**config.mk**
```make
export PLATFORM = sky130hd
export DESIGN_NAME = uart_addr_filter
export DESIGN_NICKNAME = d
export VERILOG_FILES = /design/src/rtl/uaf_pkg.sv /design/src/rtl/uaf_bit_match.sv /design/src/rtl/uaf_sel_ctrl.sv /design/src/rtl/uart_addr_filter.sv
export SDC_FILE = /design/constraint.sdc
export NUM_CORES = 1
export LEC_CHECK = 0
export BUFFER_PORTS_ARGS = -buffer_cell sky130_fd_sc_hd__buf_4
export CAP_MARGIN = 20
export CORE_UTILIZATION = 43
export CTS_CLUSTER_SIZE = 30
export DETAILED_ROUTE_END_ITERATION = 7
export HOLD_SLACK_MARGIN = 0.12
export PLACE_DENSITY_LB_ADDON = 0.1
export SYNTH_ARGS = -nofsm -noshare
export SYNTH_HDL_FRONTEND = slang
export SYNTH_HIERARCHICAL = 1
export SYNTH_SLANG_ARGS = --single-unit
```
**constraint.sdc**
```tcl
create_clock -name clk_i -period 1.8 [get_ports clk_i]
set_input_delay 0.54 -clock clk_i [delete_from_list [all_inputs] [get_ports clk_i]]
set_output_delay 0.54 -clock clk_i [all_outputs]
set_load 0.01 [all_outputs]
```
**src/rtl/uaf_pkg.sv**
```systemverilog
package uaf_pkg;
    localparam int unsigned UAF_DATA_W = 8;

    typedef enum logic [0:0] {
        FR_DATA = 1'b0,
        FR_ADDR = 1'b1
    } frame_kind_e;
endpackage

```
**src/rtl/uaf_bit_match.sv**
```systemverilog
// Per-bit compare of a payload against a reference, restricted to care bits.
module uaf_bit_match #(
    parameter int unsigned W = 8
) (
    input  logic [W-1:0] data_i,
    input  logic [W-1:0] ref_i,
    input  logic [W-1:0] care_i,
    output logic         hit_o
);
    logic [W-1:0] miss;

    for (genvar b = 0; b < W; b++) begin : g_bit
        assign miss[b] = care_i[b] & (data_i[b] ^ ref_i[b]);
    end

    assign hit_o = ~|miss;
endmodule

```
**src/rtl/uaf_sel_ctrl.sv**
```systemverilog
// Selection state and output registers of the address filter.
module uaf_sel_ctrl
    import uaf_pkg::*;
#(
    parameter int unsigned W = UAF_DATA_W
) (
    input  logic         clk_i,
    input  logic         rst_ni,
    input  logic         valid_i,
    input  frame_kind_e  kind_i,
    input  logic [W-1:0] payload_i,
    input  logic         addr_hit_i,
    output logic         accept_o,
    output logic         selected_o,
    output logic         data_valid_o,
    output logic [W-1:0] data_o
);
    typedef struct packed {
        logic         accept;
        logic         sel;
        logic         dvalid;
        logic [W-1:0] data;
    } sel_state_t;

    sel_state_t st_d, st_q;

    always_comb begin
        st_d        = st_q;
        st_d.accept = 1'b0;
        st_d.dvalid = 1'b0;
        if (valid_i) begin
            if (kind_i == FR_ADDR) begin
                st_d.accept = addr_hit_i;
                st_d.sel    = addr_hit_i;
            end else if (st_q.sel) begin
                st_d.dvalid = 1'b1;
                st_d.data   = payload_i;
            end
        end
    end

    always_ff @(posedge clk_i) begin
        if (!rst_ni) begin
            st_q <= '0;
        end else begin
            st_q <= st_d;
        end
    end

    assign accept_o     = st_q.accept;
    assign selected_o   = st_q.sel;
    assign data_valid_o = st_q.dvalid;
    assign data_o       = st_q.data;

    a_r5_accept_selects: assert property (@(posedge clk_i) disable iff (!rst_ni)
        accept_o |-> selected_o);

    a_r6_no_dual_pulse: assert property (@(posedge clk_i) disable iff (!rst_ni)
        !(accept_o && data_valid_o));

    a_r7_data_needs_sel: assert property (@(posedge clk_i) disable iff (!rst_ni)
        (valid_i && kind_i == FR_DATA && !selected_o) |=> (!data_valid_o && !selected_o));

    a_r6_data_keeps_sel: assert property (@(posedge clk_i) disable iff (!rst_ni)
        (valid_i && kind_i == FR_DATA) |=> $stable(selected_o));

    a_r8_idle_hold: assert property (@(posedge clk_i) disable iff (!rst_ni)
        !valid_i |=> (!accept_o && !data_valid_o && $stable(selected_o)));

    a_r8_single_pulse: assert property (@(posedge clk_i) disable iff (!rst_ni)
        accept_o |-> $past(valid_i && kind_i == FR_ADDR));
endmodule

```
**src/rtl/uart_addr_filter.sv**
```systemverilog
// Address recognition filter for a 9-bit multiprocessor UART receiver.
module uart_addr_filter
    import uaf_pkg::*;
#(
    parameter int unsigned DATA_W = UAF_DATA_W
) (
    input  logic              clk_i,
    input  logic              rst_ni,
    input  logic              frame_valid_i,
    input  logic [DATA_W:0]   frame_i,
    input  logic [DATA_W-1:0] node_addr_i,
    input  logic [DATA_W-1:0] node_mask_i,
    output logic              accept_o,
    output logic              selected_o,
    output logic              data_valid_o,
    output logic [DATA_W-1:0] data_o
);
    localparam logic [DATA_W-1:0] ALL_ONES = '1;

    logic [DATA_W-1:0] payload;
    logic [DATA_W-1:0] bcast_care;
    frame_kind_e       kind;
    logic              given_hit;
    logic              bcast_hit;

    assign payload    = frame_i[DATA_W-1:0];
    assign kind       = frame_kind_e'(frame_i[DATA_W]);
    assign bcast_care = node_addr_i | node_mask_i;

    uaf_bit_match #(.W(DATA_W)) u_given (
        .data_i (payload),
        .ref_i  (node_addr_i),
        .care_i (node_mask_i),
        .hit_o  (given_hit)
    );

    uaf_bit_match #(.W(DATA_W)) u_bcast (
        .data_i (payload),
        .ref_i  (ALL_ONES),
        .care_i (bcast_care),
        .hit_o  (bcast_hit)
    );

    uaf_sel_ctrl #(.W(DATA_W)) u_ctrl (
        .clk_i        (clk_i),
        .rst_ni       (rst_ni),
        .valid_i      (frame_valid_i),
        .kind_i       (kind),
        .payload_i    (payload),
        .addr_hit_i   (given_hit | bcast_hit),
        .accept_o     (accept_o),
        .selected_o   (selected_o),
        .data_valid_o (data_valid_o),
        .data_o       (data_o)
    );

    a_r4_open_filter: assert property (@(posedge clk_i) disable iff (!rst_ni)
        (frame_valid_i && frame_i[DATA_W] && node_addr_i == '0 && node_mask_i == '0)
        |=> accept_o);

    a_r3_all_ones_broadcast: assert property (@(posedge clk_i) disable iff (!rst_ni)
        (frame_valid_i && frame_i[DATA_W] && payload == ALL_ONES) |=> accept_o);

    a_r6_data_copy: assert property (@(posedge clk_i) disable iff (!rst_ni)
        data_valid_o |-> (data_o == $past(payload)));
endmodule

```
Word-level counts from Yosys, hierarchy flattened --
Cells that the tools add are included.
Storage, ports and cells: bits in registers 11, word-level logic and storage cells 50, input port bits 28, output and inout port bits 11
Cells by class: multiplexer cells 1, bitwise logic cells 37, reductions and logical operators 8
Operator list (number):
- 1-bit bitwise AND | 16
- 8-bit OR reduction | 2
- 1-bit NOT | 11
- 9-bit two-way mux | 1
- 8-bit OR | 1
- 1-bit XOR | 8
- 3-bit AND reduction | 2
- 3-bit OR reduction | 1
- 1-bit logical NOT | 2
- 2-bit AND reduction | 1
- 1-bit OR | 1

Longest topological paths before layout --
word-level depth 5, gate-level depth with buffers 6

Cells and area by module --
The synthesis kept the hierarchy.
Modules (own cells, without submodules):
- uaf_sel_ctrl | times used 1, cells an instance 44, area each 436.7 µm²
- uaf_bit_match | times used 2, cells an instance 13, area each 108.9 µm²
- uart_addr_filter | times used 1, cells an instance 10, area each 60.1 µm²

Worst setup path after synthesis --
OpenSTA, ideal clock, no wires.
path kind in2reg, start input port frame_i[6], end register u_ctrl.st_q (netlist bit u_ctrl/selected_o), setup time 115 ps, setup slack 222 ps, stages on the path 6, data required time 1685 ps, arrival time 1464 ps, cells stage by stage xor2_1 a22oi_1 and4_1 or2_1 and3_2 o21a_1
Between the ends: word-level cells in the longest chain between the ends 5
Ends and longest elaborated chain:
- start, declared | line uart_addr_filter.sv:10 | input logic [DATA_W:0] frame_i,
- 1-bit NOT (no line)
- 1-bit bitwise AND | line uaf_bit_match.sv:13 | assign miss[b] = care_i[b] & (data_i[b] ^ ref_i[b]);
- 8-bit OR reduction | line uaf_bit_match.sv:16 | assign hit_o = ~|miss;
- 1-bit logical NOT | line uaf_bit_match.sv:16
- via bcast_hit | line uart_addr_filter.sv:24 | logic bcast_hit;
- 1-bit OR | line uart_addr_filter.sv:50 | .addr_hit_i (given_hit | bcast_hit),
- end signal, assigned | line uaf_sel_ctrl.sv:46 | st_q <= st_d;
- end, declared | line uaf_sel_ctrl.sv:25 | sel_state_t st_d, st_q;
The timed path passes the listed nets, and every way through them passes these cells. A chain may end at the register's enable or synchronous reset.

Worst setup path after layout --
start input port frame_i[7], end register u_ctrl.st_q (netlist bit u_ctrl/selected_o)
The elaborated chain is that of the path after synthesis.

==> results.sh <==
export IMPL_cts_buffer_depth=2
export IMPL_final_nets=157
export IMPL_diodes=0
export IMPL_ys_seq_area_frac=0.3082
export IMPL_synthCells=80
export IMPL_antenna_left=0
export IMPL_reg2reg_from="u_ctrl/selected_o"
export IMPL_final_common_cell="buf_4"
export IMPL_dp_cells=140
export IMPL_drtIter0Drc=2
export IMPL_swShare=0.2491
export IMPL_p_int_mw=0.4082
export IMPL_grt_pass1_wl_mm=2.711
export IMPL_hp_class="reg2reg"
export IMPL_hpwl_mm=1.355
export IMPL_fp_dieArea_um2=1828
export IMPL_cp_slowest_stage_delay_ps=220
export IMPL_crit_chain="buf_4 > xor2_1 > a22oi_1 > and4_1 > or2_1 > and3_2 > o21a_1"
export IMPL_cellLeakagePower_nw=0.5127
export IMPL_setup_tns_ps=0
export IMPL_start_util=0.4688
export IMPL_ys_ff_latch=11
export IMPL_firstDrtPassIters=4
export IMPL_cp_max_fo=3
export IMPL_rsz0062_at_grt="false"
export IMPL_vias_per_cell=4.847
export IMPL_p_sw_mw=0.1354
export IMPL_cap_violations=0
export IMPL_grt_max_degree=20
export IMPL_coreArea_um2=1524
export IMPL_cp_data_arrival_time_ps=1660
export IMPL_postCtsResizedCells=0
export IMPL_avgSynthCellArea_um2=8.930
export IMPL_core_rowCount=14
export IMPL_crit_buf_inv=1
export IMPL_status="finished, final reports clean"
export IMPL_ys_types=17
export IMPL_cp_slowest_cell="or2_1"
export IMPL_postCtsSetupRepairBufs=0
export IMPL_die_w_um=42.76
export IMPL_cts_root_buffer="clkbuf_4"
export IMPL_first_global_vias=696
export IMPL_setup_viol=0
export IMPL_crit_path_start_kind="input pin"
export IMPL_fmax_mhz=668.1
export IMPL_skew_ps=2.801
export IMPL_fillerInstances=144
export IMPL_synth_area_um2=714.4
export IMPL_wirelength_mm=1.587
export IMPL_ios=39
export IMPL_drcViolationCount=0
export IMPL_io_buffers=38
export IMPL_p_per_area_nw_per_um2=511.1
export IMPL_cts_hold_buf=0
export IMPL_vias=698
export IMPL_clockPowerShare=0.299
export IMPL_worst_setup_path_type="in2reg"
export IMPL_post_route_cells_drive_above_1_share=0.3594
export IMPL_power_frac_seq=0.454
export IMPL_p_comb_frac=0.247
export IMPL_crit_family="simple AND/OR/NAND/NOR gates"
export IMPL_synth_warnings=6
export IMPL_peakVddDrop_mv=0.4752
export IMPL_endpoint_kind="register"
export IMPL_worstPathRequired_ps=1960
export IMPL_fin_crit_ps=1497
export IMPL_antenna_found_initial=0
export IMPL_grt_overflow_total=0
export IMPL_path_clk_slew_ps=70
export IMPL_wl_per_cell_um=11.02
export IMPL_gp_congestion=0.7175
export IMPL_area_delta_synth_final_pct=48.86
export IMPL_hp_start="u_ctrl/data_o[4]"
export IMPL_worst_slack_ps=303.1
export IMPL_final_hold_violation_count=0
export IMPL_die_y_um=42.76
export IMPL_grt_use_total=0.1938
export IMPL_final_period_utilization=0.8316
export IMPL_cts_sinks=11
export IMPL_numCtsBuffers=3
export IMPL_ctsHtreeMaxLevel=1
export IMPL_slew_viol_final=0
export IMPL_clk_latency_ps=260
export IMPL_place_ws_ps=12.71
export IMPL_cts_tree="yes"
export IMPL_mostFrequentLayoutCells="buf_4 (40), xor2_1 (16), nand2_1 (16)"
export IMPL_startpoint="frame_i[7]"
export IMPL_fin_cells=144
==> state kept, by name, summed over array words and instances (netlist names) <==
signal and cells:
u_ctrl/accept_o 1, u_ctrl/data_o 8, u_ctrl/data_valid_o 1, u_ctrl/selected_o 1
==> worst reg2reg max path, delay by kind of cell (launching register included) <==
kind / cells / cell delay (ps)
buffers and inverters: 1 / 150
DFF: 1 / 360
muxes: 1 / 190
and+or+nand+nor: 1 / 190
==> logic make-up after synthesis <==
logic type | count (synthesis) | share of synthesized area
mux | 8 | 0.1121
compound gates | 10 | 0.1051
simple gates | 31 | 0.2399
other cells | 1 | 0.005249
xor+xnor | 16 | 0.1961
buf+inv | 3 | 0.03327
flops | 11 | 0.3082
==> synth_stat cells <==
library cell | instances | area [um^2]
a21boi_0 | 1 | 7.510
a22oi_1 | 8 | 60.06
and3_2 | 1 | 7.510
and3b_1 | 1 | 8.760
and4_1 | 2 | 17.52
and4_2 | 1 | 10.01
and4b_2 | 1 | 11.26
buf_2 | 1 | 5.000
buf_4 | 1 | 7.510
buf_6 | 1 | 11.26
conb_1 | 1 | 3.750
dfxtp_1 | 11 | 220.2
mux2i_1 | 8 | 80.08
nand2_1 | 16 | 60.06
o21a_1 | 1 | 7.510
or2_1 | 9 | 56.30
xor2_1 | 16 | 140.1
==> per-stage QoR <==
stage                       util  total power, mW  cell area [um^2]  hold WS [ps]
final                     0.6979           0.5436              1064         457.0
after global routing      0.6979           0.5742              1064         476.5
after CTS                 0.6979           0.5490              1064         458.0
after detailed placement  0.6806           0.3872              1037         448.8
after global placement    0.6806           0.3822              1037         443.8
after floorplan                -           0.3160             740.7         479.0
==> routing by layer <==
metal | vias to the layer above | GRT usage | wire length [um] | share of wire
met5 | - | 0 | 0 | 0
met4 | 0 | 0.01875 | 0 | 0
met3 | 0 | 0.06383 | 105 | 0.066
met2 | 24 | 0.3818 | 876 | 0.55
met1 | 311 | 0.2000 | 604 | 0.38
li1 | 363 | - | - | -
==> power by group through the flow <==
stage	Combinational, mW	Clock [mW]	Sequential (mW)
3_5_place_dp	0.135	0	0.252
5_1_grt	0.150	0.177	0.247
6_report	0.134	0.163	0.247
2_1_floorplan	0.0628	0	0.253
3_3_place_gp	0.130	0	0.252
4_1_cts	0.135	0.167	0.247
==> path summary, 6_finish.rpt <==
check	slack [ps]	endpoint	depth (start not counted)
max	300	u_ctrl/selected_o	7
min	460	u_ctrl/data_o[4]	2
max reg2reg	830	u_ctrl/data_o[3]	3
min reg2reg	460	u_ctrl/data_o[4]	2
==> final cells by class <==
type,count,area (um^2),share of cell area
clock buffers,4,26.28,0.02471
multi-input cells,73,496.7,0.4671
flip-flops and latches,11,220.2,0.2071
well taps,16,20.02,0.01882
repair buffers,40,300.3,0.2824
(Power assumes the default switching activity.)
